`src/rtl/stereo_ser_rx_pkg.sv`:
```
package stereo_ser_rx_pkg;
  // word length codes; 2'b11 aliases the full length
  typedef enum logic [1:0] {
    LEN_SHORT    = 2'b00,
    LEN_MID      = 2'b01,
    LEN_FULL     = 2'b10,
    LEN_FULL_ALT = 2'b11
  } len_code_e;

  localparam int unsigned NUM_LANES = 2;
  localparam int unsigned LANE_L    = 0;
  localparam int unsigned LANE_R    = 1;
endpackage

```
`src/rtl/stereo_ser_rx_wsync.sv`:
```
module stereo_ser_rx_wsync (
  input  logic bclk,
  input  logic rst_n,
  input  logic wclk,
  input  logic dly_en,
  output logic rise,
  output logic fall
);
  logic st1_q, st1_d;
  logic st2_q, st2_d;
  logic prev_q, prev_d;
  logic eff;

  // optional extra stage realises the one-cycle word clock delay
  always_comb begin
    st1_d  = wclk;
    st2_d  = st1_q;
    eff    = dly_en ? st2_q : st1_q;
    prev_d = eff;
  end

  always_ff @(posedge bclk or negedge rst_n) begin
    if (!rst_n) begin
      st1_q  <= 1'b0;
      st2_q  <= 1'b0;
      prev_q <= 1'b0;
    end else begin
      st1_q  <= st1_d;
      st2_q  <= st2_d;
      prev_q <= prev_d;
    end
  end

  assign rise = eff & ~prev_q;
  assign fall = ~eff & prev_q;
endmodule

```
`src/rtl/stereo_ser_rx_lane.sv`:
```
module stereo_ser_rx_lane
  import stereo_ser_rx_pkg::*;
#(
  parameter int unsigned OUT_W   = 20,
  parameter int unsigned SHORT_W = 16,
  parameter int unsigned MID_W   = 18
) (
  input  logic             bclk,
  input  logic             rst_n,
  input  logic             din,
  input  logic [1:0]       res_sel,
  output logic [OUT_W-1:0] word
);
  localparam int unsigned SR_W = OUT_W + 1;
  localparam int unsigned SH_W = $clog2(OUT_W + 1);
  localparam logic [SH_W-1:0] SH_SHORT = SH_W'(OUT_W - SHORT_W);
  localparam logic [SH_W-1:0] SH_MID   = SH_W'(OUT_W - MID_W);

  logic [SR_W-1:0] sr_q, sr_d;
  logic [SH_W-1:0] sh;

  always_comb sr_d = {sr_q[SR_W-2:0], din};

  always_ff @(posedge bclk or negedge rst_n) begin
    if (!rst_n) sr_q <= '0;
    else        sr_q <= sr_d;
  end

  always_comb begin
    case (len_code_e'(res_sel))
      LEN_SHORT: sh = SH_SHORT;
      LEN_MID:   sh = SH_MID;
      default:   sh = '0;
    endcase
  end

  // bit 0 is the newest sample, taken in the capture cycle itself;
  // the word ends one bit earlier, and the shift drops the leading bits
  assign word = sr_q[SR_W-1:1] << sh;
endmodule

```
`src/rtl/stereo_ser_rx.sv`:
```
module stereo_ser_rx
  import stereo_ser_rx_pkg::*;
#(
  parameter int unsigned OUT_W   = 20,
  parameter int unsigned SHORT_W = 16,
  parameter int unsigned MID_W   = 18
) (
  input  logic             bclk,
  input  logic             rst_n,
  input  logic             wclk,
  input  logic             din_a,
  input  logic             din_b,
  input  logic             mux_mode,
  input  logic [1:0]       res_sel,
  output logic [OUT_W-1:0] smp_left,
  output logic [OUT_W-1:0] smp_right,
  output logic             smp_valid
);
  // reset: asserted at once, released after two bit clocks
  logic [1:0] rst_pipe_q;
  logic       rst_int_n;

  always_ff @(posedge bclk or negedge rst_n) begin
    if (!rst_n) rst_pipe_q <= '0;
    else        rst_pipe_q <= {rst_pipe_q[0], 1'b1};
  end
  assign rst_int_n = rst_pipe_q[1];

  logic ws_rise, ws_fall;

  stereo_ser_rx_wsync u_wsync (
    .bclk   (bclk),
    .rst_n  (rst_int_n),
    .wclk   (wclk),
    .dly_en (mux_mode & din_a),
    .rise   (ws_rise),
    .fall   (ws_fall)
  );

  logic [NUM_LANES-1:0] din_vec;
  logic [OUT_W-1:0]     lane_word [NUM_LANES];
  assign din_vec = {din_b, din_a};

  for (genvar g = 0; g < NUM_LANES; g++) begin : g_lane
    stereo_ser_rx_lane #(
      .OUT_W   (OUT_W),
      .SHORT_W (SHORT_W),
      .MID_W   (MID_W)
    ) u_lane (
      .bclk    (bclk),
      .rst_n   (rst_int_n),
      .din     (din_vec[g]),
      .res_sel (res_sel),
      .word    (lane_word[g])
    );
  end

  logic [OUT_W-1:0] out_l_q, out_l_d, out_r_q, out_r_d;
  logic [OUT_W-1:0] hold_l_q, hold_l_d, hold_r_q, hold_r_d;
  logic             have_r_q, have_r_d;
  logic             vld_q, vld_d;
  logic             out_en, hold_l_en, hold_r_en;

  // enables
  always_comb begin
    if (!mux_mode) begin
      out_en    = ws_fall;
      hold_l_en = 1'b0;
      hold_r_en = 1'b0;
    end else begin
      out_en    = ws_rise & have_r_q;
      hold_l_en = ws_rise;
      hold_r_en = ws_fall;
    end
  end

  // next state
  always_comb begin
    vld_d    = out_en;
    out_l_d  = out_l_q;
    out_r_d  = out_r_q;
    hold_l_d = hold_l_q;
    hold_r_d = hold_r_q;
    have_r_d = have_r_q;
    if (out_en) begin
      out_l_d = mux_mode ? hold_l_q : lane_word[LANE_L];
      out_r_d = mux_mode ? hold_r_q : lane_word[LANE_R];
    end
    if (hold_l_en) hold_l_d = lane_word[LANE_R];
    if (hold_r_en) hold_r_d = lane_word[LANE_R];
    if (!mux_mode)     have_r_d = 1'b0;
    else if (ws_fall)  have_r_d = 1'b1;
    else if (ws_rise)  have_r_d = 1'b0;
  end

  always_ff @(posedge bclk or negedge rst_int_n) begin
    if (!rst_int_n) begin
      out_l_q  <= '0;
      out_r_q  <= '0;
      hold_l_q <= '0;
      hold_r_q <= '0;
      have_r_q <= 1'b0;
      vld_q    <= 1'b0;
    end else begin
      out_l_q  <= out_l_d;
      out_r_q  <= out_r_d;
      hold_l_q <= hold_l_d;
      hold_r_q <= hold_r_d;
      have_r_q <= have_r_d;
      vld_q    <= vld_d;
    end
  end

  assign smp_left  = out_l_q;
  assign smp_right = out_r_q;
  assign smp_valid = vld_q;
endmodule

```
`config.mk`:
```
export PLATFORM = sky130hd
export DESIGN_NAME = stereo_ser_rx
export DESIGN_NICKNAME = d
export VERILOG_FILES = /design/src/rtl/stereo_ser_rx_pkg.sv /design/src/rtl/stereo_ser_rx_wsync.sv /design/src/rtl/stereo_ser_rx_lane.sv /design/src/rtl/stereo_ser_rx.sv
export SDC_FILE = /design/constraint.sdc
export NUM_CORES = 1
export LEC_CHECK = 0
export ABC_CLOCK_PERIOD_IN_PS = 4100
export BUFFER_PORTS_ARGS = -buffer_cell sky130_fd_sc_hd__buf_2
export CAP_MARGIN = 20
export CORE_UTILIZATION = 45
export CTS_CLUSTER_SIZE = 40
export DETAILED_ROUTE_END_ITERATION = 6
export GPL_ROUTABILITY_DRIVEN = 1
export PLACE_DENSITY_LB_ADDON = 0.12
export RECOVER_POWER = 100
export SYNTH_ARGS = -nofsm -noshare
export SYNTH_HDL_FRONTEND = slang
export SYNTH_SLANG_ARGS = --single-unit
```
`constraint.sdc`:
```
create_clock -name bclk -period 4.1 [get_ports bclk]
set_clock_uncertainty 0.1 [all_clocks]
set_input_delay 0.205 -clock bclk [delete_from_list [all_inputs] [get_ports bclk]]
set_output_delay 0.205 -clock bclk [all_outputs]
set_load 0.03 [all_outputs]
```
==> summary.md <==
| Metric | Value |
|---|---|
| Relative slew slack | `5.02%` |
| Synth Area in Adders | `0%` |
| Highest clock rate | `338 MHz` |
| EDFF count, synth | `0` |
| Via-per-instance ratio | `5.25` |
| Synth Area in Compound Gates | `7.09%` |
| Unrepaired setup endpoints after global routing | `no` |
| Leakage | `3.03 nW` |
| Synth Register Bits | `129` |
| Initial Utilization | `47.0%` |
| Post-route DRC | `20` |
| Maxcap violations | `0` |
| Fillers | `1062` |
| Num CTS Buffers | `17` |
| Multiplexer share of the synthesized area | `24.6%` |
| Final setup vio count | `0` |
| Total design power | `4.05 mW` |
| Final min period | `2.96 ns` |
| Crit Path Category | `input port to register` |
| DR pass1 iterations | `7` |
| Final Slew Violations | `0` |
| Share of post-route cells with drive strength above 1 | `23.1%` |
| Root Buffer | `clkbuf_16` |
| Final worst-path cycle share | `72.1%` |
| Crit path max fanout | `22` |
| Inst Count DP | `634` |
| Die area | `0.0133 mm^2` |
| Global route overflow | `0` |
| Xor and xnor area share after synthesis | `0%` |
| WL final | `11400 um` |
| First-pass GRT wire length | `18800 um` |
| Port bufs | `48` |
| Worst Hold Depth | `2` |
| Slew @ Worst Pin | `1.42 ns` |
| Synth top area cells | `dfrtp_1 (56%), mux2_2 (15%), mux2i_1 (8.3%), inv_1 (4.2%), a222oi_1 (2.8%)` |
| Clk slew on worst S/H paths | `0.05 ns` |
| Post-synth ARST share | `100%` |
| Most used DFF post-synth | `dfrtp_1` |
| Yosys Warn Count | `0` |
| Post-synth top cells | `dfrtp_1 (129), mux2_2 (78), inv_1 (64)` |
| Reg2Reg Depth | `4` |
| Failing checks | `design-rule violations` |
| Vias in the first global route | `3617` |
| Num rows | `40` |
| Die height | `115 um` |
| Sequential share of the synthesized area | `56.0%` |
| Non-filler instance count after layout | `670` |
| Critical Path RT | `4.30 ns` |
| Total I/O pin count | `49` |
| GRT Total Usage | `19.4%` |
| Vias | `3519` |
| Final TNS setup | `0 ns` |
| Syn_nets | `448` |
| Area leader, netlist | `dfrtp_1` |
| Post-synth top area share | `56.0%` |
| Initial drt markers | `307` |
| Routability cong. | `0.726` |
| Synth Area in Simple Gates | `4.60%` |
| Worst setup SP type | `input port` |
| DIE WIDTH | `115 um` |
| Most common cell in the synthesized netlist | `dfrtp_1` |
| Peak supply drop | `0.302 mV` |
| Synthesized area | `0.00577 mm^2` |
| CTS Sinks | `129` |
| Endpoints failing hold | `0` |
| Initial antenna violation count | `0` |
| CTS tree | `yes` |
| Number of nets in the layout | `498` |
| Crit path DAT | `3.15 ns` |
| Library cells used by synthesis | `28` |
| Largest family of logic cells by synthesized area | `multiplexers` |
| Ant. Diodes | `0` |
| Status | `finished with violations` |
| Avg Inst Size Synth | `13.1 um^2` |
| Placed wire-length estimate | `7500 um` |
| Post-synthesis instance total | `440` |
| Clk_lat worst skew | `0.41 ns` |
| CTS H-Tree Depth | `4` |
| Antenna Nets Post-Route | `0` |
| Post-CTS setup repair buffer count | `0` |
| Setup crit end kind | `register` |
| Area Overhead vs Synth | `14.6%` |
| Largest net degree at the start of global routing | `78` |
| Power Dens Cells | `613 mW/mm^2` |
| Core Area | `0.0123 mm^2` |
| Clk buf depth | `2` |
| WL per Instance | `17.0 um` |
| Type of the most critical hold path | `input port to register` |
-- cell usage in the layout (no fill, tap or decap), drive strengths merged --
master	count
dfrtp	129
mux2	82
clkbuf	74
inv	64
mux2i	49
nor3b	17
a222oi	16
a221oi	16
a21oi	8
buf	8
nand2	6
nand3b	5
nor2b	5
dlygate4sd3	5
nor2	3
and3	2
a22o	2
and2	2
clkinv	2
a21o	1
o2bb2ai	1
a211o	1
a21boi	1
clkinvlp	1
bufinv	1
conb	1
-- final cells by class --
type / count / area [um^2] / area share, %
sequential: 129 / 3230 / 48.9
multi-input combinational: 218 / 2080 / 31.5
clock buffer: 27 / 523 / 7.91
timing repair buffer: 60 / 274 / 4.14
inverter: 64 / 240 / 3.63
tap: 168 / 210 / 3.18
clock inverter: 4 / 47.5 / 0.719
-- worst max-delay path: stages --
cell and delay (ns):
dlygate4sd3_1 0.52, clkbuf_1 0.21, mux2i_1 0.20, o2bb2ai_4 0.54, clkbuf_1 1.04, mux2_2 0.43
-- path summary, 6_finish.rpt --
check | slack, ns | start | endpoint
setup / recovery | 1.14 | din_a | smp_right[18]
hold reg to reg | 0.25 | g_lane[0].u_lane.sr_q[0] | g_lane[0].u_lane.sr_q[1]
setup reg to reg | 1.17 | u_wsync.prev_q | smp_right[18]
max in group asynchronous | 1.67 | rst_pipe_q[1] | g_lane[1].u_lane.sr_q[6]
min in group asynchronous | 0.40 | rst_pipe_q[1] | smp_left[14]
hold / removal | 0.22 | mux_mode | have_r_q
-- state kept, by name, summed over array words and instances, names as in the netlist, 2 cells and up --
register / count
g_lane.u_lane.sr_q: 42
hold_l_q: 20
hold_r_q: 20
smp_left: 20
smp_right: 20
rst_pipe_q: 2
-- power by group --
group | internal [mW] | switching, mW
combinational | 0.346 | 0.556
clock | 0.925 | 0.512
sequential | 1.55 | 0.163
-- stage by stage --
stage / area [um^2] / util, % / setup slack, ns / hold slack [ns]
after global routing: 6610 / 53.9 / 0.978 / 0.228
after detailed placement: 6090 / 49.6 / 1.80 / -0.107
final: 6610 / 53.9 / 1.14 / 0.217
after floorplan: 5770 / - / 0.140 / -0.191
after global placement: 6090 / 49.6 / 1.87 / -0.110
after CTS: 6710 / 54.7 / 1.94 / 0.195
-- metal layers --
layer	routed length, um	global-route usage (%)	vias to the layer above	part of all wire (%)
li1	-	-	1639	-
met1	5070	24.2	1789	45
met2	5710	31.1	76	50
met3	444	6.01	15	3.9
met4	155	8.48	0	1.4
met5	0	0	-	0
-- cell families (layout without fill, tap and decap cells) --
family | after synthesis | after routing
AOI/OAI and AO/OA | 46 | 46
and+or+nand+nor | 40 | 40
DFF | 129 | 129
muxes | 131 | 131
other | 1 | 1
buffers and inverters | 93 | 155
-- timing repair --
action | CTS | global route
resized for setup | 0 | 0
hold endpoints to repair | 5 | 0
endpoints found under the setup margin | 0 | 0
hold buffers | 5 | 0
Power figures use the tool's default switching activity.
